$ cat src/rtl/pbus_pkg.sv
// Shared types for the byte-port bus controller.
package pbus_pkg;
    typedef enum logic [1:0] {
        PH_IDLE  = 2'd0,
        PH_SETUP = 2'd1,
        PH_ACT   = 2'd2,
        PH_HOLD  = 2'd3
    } phase_t;
endpackage

$ cat src/rtl/pbus_seq.sv
// Access sequencer: steps idle -> setup -> active (HOLD_CYC clocks) -> hold -> idle.
// Assumes start is raised only while the phase is idle.
module pbus_seq
    import pbus_pkg::*;
#(
    parameter int HOLD_CYC = 2
) (
    input  logic   clk,
    input  logic   rst_n,
    input  logic   start,
    output phase_t phase,
    output logic   last_act
);
    localparam int CNT_W = $clog2(HOLD_CYC + 1);
    localparam logic [CNT_W-1:0] CNT_LAST = CNT_W'(HOLD_CYC - 1);

    logic [CNT_W-1:0] cnt;

    assign last_act = (phase == PH_ACT) && (cnt == CNT_LAST);

    // Phase register and width counter.
    always_ff @(posedge clk) begin
        if (!rst_n) begin
            phase <= PH_IDLE;
            cnt   <= '0;
        end else begin
            case (phase)
                PH_IDLE:  if (start) phase <= PH_SETUP;
                PH_SETUP: begin
                    phase <= PH_ACT;
                    cnt   <= '0;
                end
                PH_ACT: begin
                    if (last_act) phase <= PH_HOLD;
                    else          cnt   <= cnt + 1'b1;
                end
                default:  phase <= PH_IDLE;
            endcase
        end
    end


    cnt_range_chk: assert property (@(posedge clk) disable iff (!rst_n)
        (phase == PH_ACT) |-> (cnt < CNT_W'(HOLD_CYC)));

    act_stay_chk: assert property (@(posedge clk) disable iff (!rst_n)
        (phase == PH_ACT && !last_act) |=> (phase == PH_ACT));
endmodule

$ cat src/rtl/pbus_pol.sv
// Converts an internal active-high control into a pin of the selected active level.
module pbus_pol #(
    parameter bit ACT_HI = 1'b1
) (
    input  logic act,
    output logic pin
);
    generate
        if (ACT_HI) begin : g_hi
            assign pin = act;
        end else begin : g_lo
            assign pin = ~act;
        end
    endgenerate
endmodule

$ cat src/rtl/pbus_drive.sv
// Bus side of the controller: holds the accepted request, decodes the control
// line from the bank and direction, and captures read data.
// Assumes phase comes from pbus_seq and load pulses only in idle.
module pbus_drive
    import pbus_pkg::*;
#(
    parameter int DATA_W = 8,
    parameter int ADDR_W = 4
) (
    input  logic              clk,
    input  logic              rst_n,
    input  logic              load,
    input  logic              in_plug,
    input  logic              in_write,
    input  logic [ADDR_W-1:0] in_addr,
    input  logic [DATA_W-1:0] in_wdata,
    input  phase_t            phase,
    input  logic              last_act,
    input  logic [DATA_W-1:0] d_in,
    output logic [DATA_W-1:0] d_out,
    output logic              d_oe,
    output logic [ADDR_W-1:0] addr,
    output logic              stb_act,
    output logic              rd_act,
    output logic              wr_act,
    output logic [DATA_W-1:0] rdata,
    output logic              done
);
    logic is_plug, is_write;

    // Latch the request fields at acceptance.
    always_ff @(posedge clk) begin
        if (!rst_n) begin
            is_plug  <= 1'b0;
            is_write <= 1'b0;
            addr     <= '0;
            d_out    <= '0;
        end else if (load) begin
            is_plug  <= in_plug;
            is_write <= in_write;
            addr     <= in_addr;
            d_out    <= in_wdata;
        end
    end

    // Capture read data on the last clock the control line is asserted.
    always_ff @(posedge clk) begin
        if (!rst_n)                  rdata <= '0;
        else if (last_act && !is_write) rdata <= d_in;
    end

    // Decode control lines and output enable from the phase.
    always_comb begin
        stb_act = (phase == PH_ACT) && !is_plug;
        rd_act  = (phase == PH_ACT) && is_plug && !is_write;
        wr_act  = (phase == PH_ACT) && is_plug && is_write;
        d_oe    = (phase != PH_IDLE) && is_write;
        done    = (phase == PH_HOLD);
    end


    rd_no_drive_chk: assert property (@(posedge clk) disable iff (!rst_n)
        (rd_act || (stb_act && !is_write)) |-> !d_oe);

    addr_hold_chk: assert property (@(posedge clk) disable iff (!rst_n)
        (phase == PH_HOLD) |-> ($stable(addr) && $stable(d_out)));
endmodule

$ cat src/rtl/pbus_ctrl.sv
// Top of the shared byte-port bus controller. Takes one request at a time via
// ready/valid and runs a setup / strobe / recovery sequence on the bus.
// Assumes the far side decodes the port from the address lines.
module pbus_ctrl
    import pbus_pkg::*;
#(
    parameter int DATA_W    = 8,
    parameter int ADDR_W    = 4,
    parameter int HOLD_CYC  = 2,
    parameter bit STB_ACT_HI = 1'b1,
    parameter bit RD_ACT_HI  = 1'b0,
    parameter bit WR_ACT_HI  = 1'b0
) (
    input  logic              clk,
    input  logic              rst_n,
    input  logic              req_valid,
    output logic              req_ready,
    input  logic              req_plug,
    input  logic              req_write,
    input  logic [ADDR_W-1:0] req_addr,
    input  logic [DATA_W-1:0] req_wdata,
    output logic              rsp_done,
    output logic [DATA_W-1:0] rsp_rdata,
    output logic [DATA_W-1:0] bus_d_out,
    output logic              bus_d_oe,
    input  logic [DATA_W-1:0] bus_d_in,
    output logic [ADDR_W-1:0] bus_addr,
    output logic              bus_stb,
    output logic              bus_rd,
    output logic              bus_wr
);
    phase_t phase;
    logic   last_act, accept;
    logic   stb_act, rd_act, wr_act;

    assign req_ready = (phase == PH_IDLE);
    assign accept    = req_valid && req_ready;

    pbus_seq #(.HOLD_CYC(HOLD_CYC)) u_seq (
        .clk(clk), .rst_n(rst_n), .start(accept),
        .phase(phase), .last_act(last_act)
    );

    pbus_drive #(.DATA_W(DATA_W), .ADDR_W(ADDR_W)) u_drive (
        .clk(clk), .rst_n(rst_n), .load(accept),
        .in_plug(req_plug), .in_write(req_write),
        .in_addr(req_addr), .in_wdata(req_wdata),
        .phase(phase), .last_act(last_act), .d_in(bus_d_in),
        .d_out(bus_d_out), .d_oe(bus_d_oe), .addr(bus_addr),
        .stb_act(stb_act), .rd_act(rd_act), .wr_act(wr_act),
        .rdata(rsp_rdata), .done(rsp_done)
    );

    pbus_pol #(.ACT_HI(STB_ACT_HI)) u_pol_stb (.act(stb_act), .pin(bus_stb));
    pbus_pol #(.ACT_HI(RD_ACT_HI))  u_pol_rd  (.act(rd_act),  .pin(bus_rd));
    pbus_pol #(.ACT_HI(WR_ACT_HI))  u_pol_wr  (.act(wr_act),  .pin(bus_wr));


    line_excl_chk: assert property (@(posedge clk) disable iff (!rst_n)
        $countones({stb_act, rd_act, wr_act}) <= 1);

    setup_gap_chk: assert property (@(posedge clk) disable iff (!rst_n)
        accept |=> (!stb_act && !rd_act && !wr_act && !req_ready));

    addr_steady_chk: assert property (@(posedge clk) disable iff (!rst_n)
        (stb_act || rd_act || wr_act) |-> $stable(bus_addr));

    done_pulse_chk: assert property (@(posedge clk) disable iff (!rst_n)
        rsp_done |=> !rsp_done);
endmodule

$ cat config.mk
export PLATFORM = sky130hd
export DESIGN_NAME = pbus_ctrl
export DESIGN_NICKNAME = d
export VERILOG_FILES = /design/src/rtl/pbus_pkg.sv /design/src/rtl/pbus_seq.sv /design/src/rtl/pbus_pol.sv /design/src/rtl/pbus_drive.sv /design/src/rtl/pbus_ctrl.sv
export SDC_FILE = /design/constraint.sdc
export NUM_CORES = 1
export LEC_CHECK = 0
export BUFFER_PORTS_ARGS = -buffer_cell sky130_fd_sc_hd__buf_2
export CAP_MARGIN = 15
export CORE_MARGIN = 1
export CORE_UTILIZATION = 40
export CTS_BUF_LIST = sky130_fd_sc_hd__clkbuf_8
export DETAILED_ROUTE_END_ITERATION = 7
export GPL_ROUTABILITY_DRIVEN = 0
export PLACE_DENSITY_LB_ADDON = 0.3
export SLEW_MARGIN = 0
export SYNTH_ARGS = -nofsm -noshare
export SYNTH_HDL_FRONTEND = slang
export SYNTH_SLANG_ARGS = --single-unit
$ cat constraint.sdc
create_clock -name clk -period 3.8 [get_ports clk]
set_input_delay 0.76 -clock clk [delete_from_list [all_inputs] [get_ports clk]]
set_output_delay 0.76 -clock clk [all_outputs]
set_load 0.01 [all_outputs]
==> flow_summary_export.csv <==
group,metric,value,unit
yosys,synthesis.instances,133,
layout,flow.area_growth_from_synthesis,24.7,%
yosys,post_synth_main_area_contributors,"dfxtp_1 (43%), nand2_1 (13%), ha_1 (7.3%)",
route,routed_wirelength,2370,µm
grt,grt_max_degree,39,
worst_setup_path,worst_ep_required_time,3.04,ns
route,drc_errors,8,
route,viasPerCell,4.82,
clocking,tritoncts.num_buffers,3,
clocking,cts_hold_buf,0,
power_and_ir_drop,p_switching,0.277,mW
power_and_ir_drop,report.power.total,0.802,mW
clocking,cts.sinks,26,
run_status,violations_in_the_final_reports,"DRC",
layout,stdcell_area,0.00149,mm²
placed_design,hpwlAfterDp,1800,µm
power_and_ir_drop,power-per-cell-area,537,mW/mm²
timing,grt_setup_unrepaired,"no",
floorplanning,ports_placed_on_the_boundary,51,
layout,design.final.nets,213,
timing,max_freq,465,MHz
grt,grt_remaining_overflow,0,
clocking,clock_latency,0.27,ns
worst_setup_path,critical_path_peak_fanout,6,
placed_design,io_buffers,50,
yosys,synth-seq-cells,26,
worst_setup_path,critical_path_class,"reg2out",
yosys,synth_ff_type,"dfxtp_1",
run_status,run_status,"finished, violations left",
yosys,synth.distinct_cells,20,
timing,finalMaxSlewViolations,0,
yosys,area_of_the_mapped_netlist,0.00120,mm²
yosys,ys.warnings.count,0,
layout,fraction_of_layout_cells_with_a_size_suffix_above_1,36.7,%
power_and_ir_drop,power.sequential.fraction,43.0,%
timing,setup_violations,0,
layout,antenna-diode-count,0,
layout,layout.cells.non_filler,211,
placed_design,detailed_place.area,0.00144,mm²
route,drt.antenna.violating_nets,0,
power_and_ir_drop,leakage,0.738,nW
worst_setup_path,worst_setup_path_start_kind,"flop",
floorplanning,die_h,56.7,µm
route,total_via_count_in_the_routed_design,1018,
timing,worst-slew-pin-transition,0.593,ns
clocking,htree_num_levels,1,
clocking,cts_tree,"yes",
floorplanning,die_width,56.7,µm
yosys,synth_area_leader_cell,"dfxtp_1",
grt,grt_antenna_before_repair,0,
power_and_ir_drop,combPwrFrac,34.9,%
timing,fin_worst_skew,0.00170,ns
clocking,clk_pin_slew_worst_paths,0.09,ns
yosys,synth.top_cell.area_share,43.5,%
clocking,clockBufferDepth,2,
power_and_ir_drop,switch_share,34.6,%
power_and_ir_drop,p_clk_share,22.1,%
floorplanning,floorplan.initialDensity,42.7,%
layout,most_used_cells_in_the_layout_excluding_fill_and_tap_cells,"buf_2 (50), nand2_1 (42), dfxtp_1 (26)",
grt,grt_pass1_wl,4250,µm
grt,grtUsageTotal,16.8,%
layout,mostFrequentLayoutCell,"buf_2",
clocking,post-cts-setup-buffer-count,0,
route,drt_iter0_drc,42,
route,wire_per_inst,11.2,µm
power_and_ir_drop,power.ir.vdd_worst,280,µV
timing,finalHoldViolations,0,
grt,vias_in_the_first_global_route,1066,
power_and_ir_drop,p_int,0.524,mW
timing,timing.setup.tns,0,ns
clocking,buffer_cell_driving_the_clock_tree_root,"clkbuf_8",
timing,post-route-period-util,56.6,%
timing,maxSlewHeadroom,60.5,%
floorplanning,die-area,0.00322,mm²
floorplanning,num_rows,19,
yosys,sequential_fraction_of_the_synthesis_area,43.5,%
route,drt_pass1_iterations,6,
yosys,synthesis.area_per_instance,9.00,µm²
floorplanning,core-area,0.00281,mm²
run,max_cap_violations,0,
yosys,synth_async_sr_flop_share,0,%
yosys,synth_edf_count,0,
yosys,synthesis.nets,165,
worst_hold_path,worst_hold_path_type,"reg2reg",
placed_design,numPlacedInstances,207,
timing,post-route-min-period,2.15,ns
worst_setup_path,worstSetupEndpointType,"primary output",
clocking,cts.repair.resized,0,
worst_setup_path,crit_arrival,1.39,ns
[final cells by class]
type | instances | area (µm²)
clock buffer | 4 | 55.1
fill | 292 | 1310
inverter | 6 | 22.5
multi-input combinational | 94 | 606
sequential | 26 | 520
tap | 31 | 38.8
timing repair buffer | 50 | 250
[worst paths after layout]
check / slack, ns / to / start / depth (start not counted)
worst min-delay path: 0.45 / u_drive.d_out[1]$_SDFFE_PN0P_ / u_drive.d_out[1]$_SDFFE_PN0P_ / 2
worst max-delay path: 1.65 / bus_stb / u_seq.phase[0]$_SDFFE_PN0P_ / 4
worst max register to register: 2.27 / u_drive.d_out[4]$_SDFFE_PN0P_ / u_seq.phase[0]$_SDFFE_PN0P_ / 5
worst min register to register: 0.45 / u_drive.d_out[1]$_SDFFE_PN0P_ / u_drive.d_out[1]$_SDFFE_PN0P_ / 2
[critical path, cell delays in order (launching register included)]
cell	delay, ns
dfxtp_1	0.42
inv_1	0.11
ha_1	0.30
nor2b_1	0.16
buf_2	0.13
[cells in the mapped netlist, types with 2 or more instances]
master and count:
nand2_1 42, dfxtp_1 26, a21boi_1 10, o21ai_2 8, ha_1 7, nand3_1 7
inv_1 6, mux2i_1 5, a21boi_0 4, buf_2 3, nand3b_1 3, buf_6 2
nand3_2 2, nor2b_1 2
[registers in the layout (all words and copies together) (netlist names)]
register	cells
u_seq.cnt	2
u_drive.d_out	8
u_drive.is_write	1
u_drive.addr	4
u_drive.rdata	8
u_drive.is_plug	1
u_seq.phase	2
[power by group through the flow]
stage / Combinational, mW / Sequential (mW) / Clock, mW
2_1_floorplan: 0.198 / 0.358 / 0
3_3_place_gp: 0.273 / 0.347 / 0
3_5_place_dp: 0.284 / 0.352 / 0
4_1_cts: 0.285 / 0.345 / 0.182
5_1_grt: 0.316 / 0.353 / 0.192
6_report: 0.280 / 0.345 / 0.177
[through the flow]
stage | worst slack [ns] | hold WS, ns | util (%)
after floorplan | 2.08 | 0.438 | -
after global placement | 2.00 | 0.436 | 51.2
after detailed placement | 1.95 | 0.447 | 51.2
after CTS | 1.65 | 0.459 | 53.2
after global routing | 1.58 | 0.484 | 53.2
final | 1.65 | 0.454 | 53.2
[metal layers]
layer  GRT usage, %  vias to the layer above  share of wire (%)
li1               -                      529                  -
met1           17.4                      449                 43
met2           31.1                       35                 48
met3           5.30                        5                7.2
met4           6.43                        0                1.3
met5              0                        -                  0
[logic make-up (layout without fill, tap and decap cells)]
logic type / Yosys count / in the layout / share of synthesized area, %
and+or+nand+nor: 58 / 58 / 23.1
DFF: 26 / 26 / 43.5
AOI/OAI and AO/OA: 24 / 24 / 16.0
buffers and inverters: 13 / 60 / 5.96
adders and majority gates: 7 / 7 / 7.31
muxes: 5 / 5 / 4.18
Power figures use the tool's default switching activity.
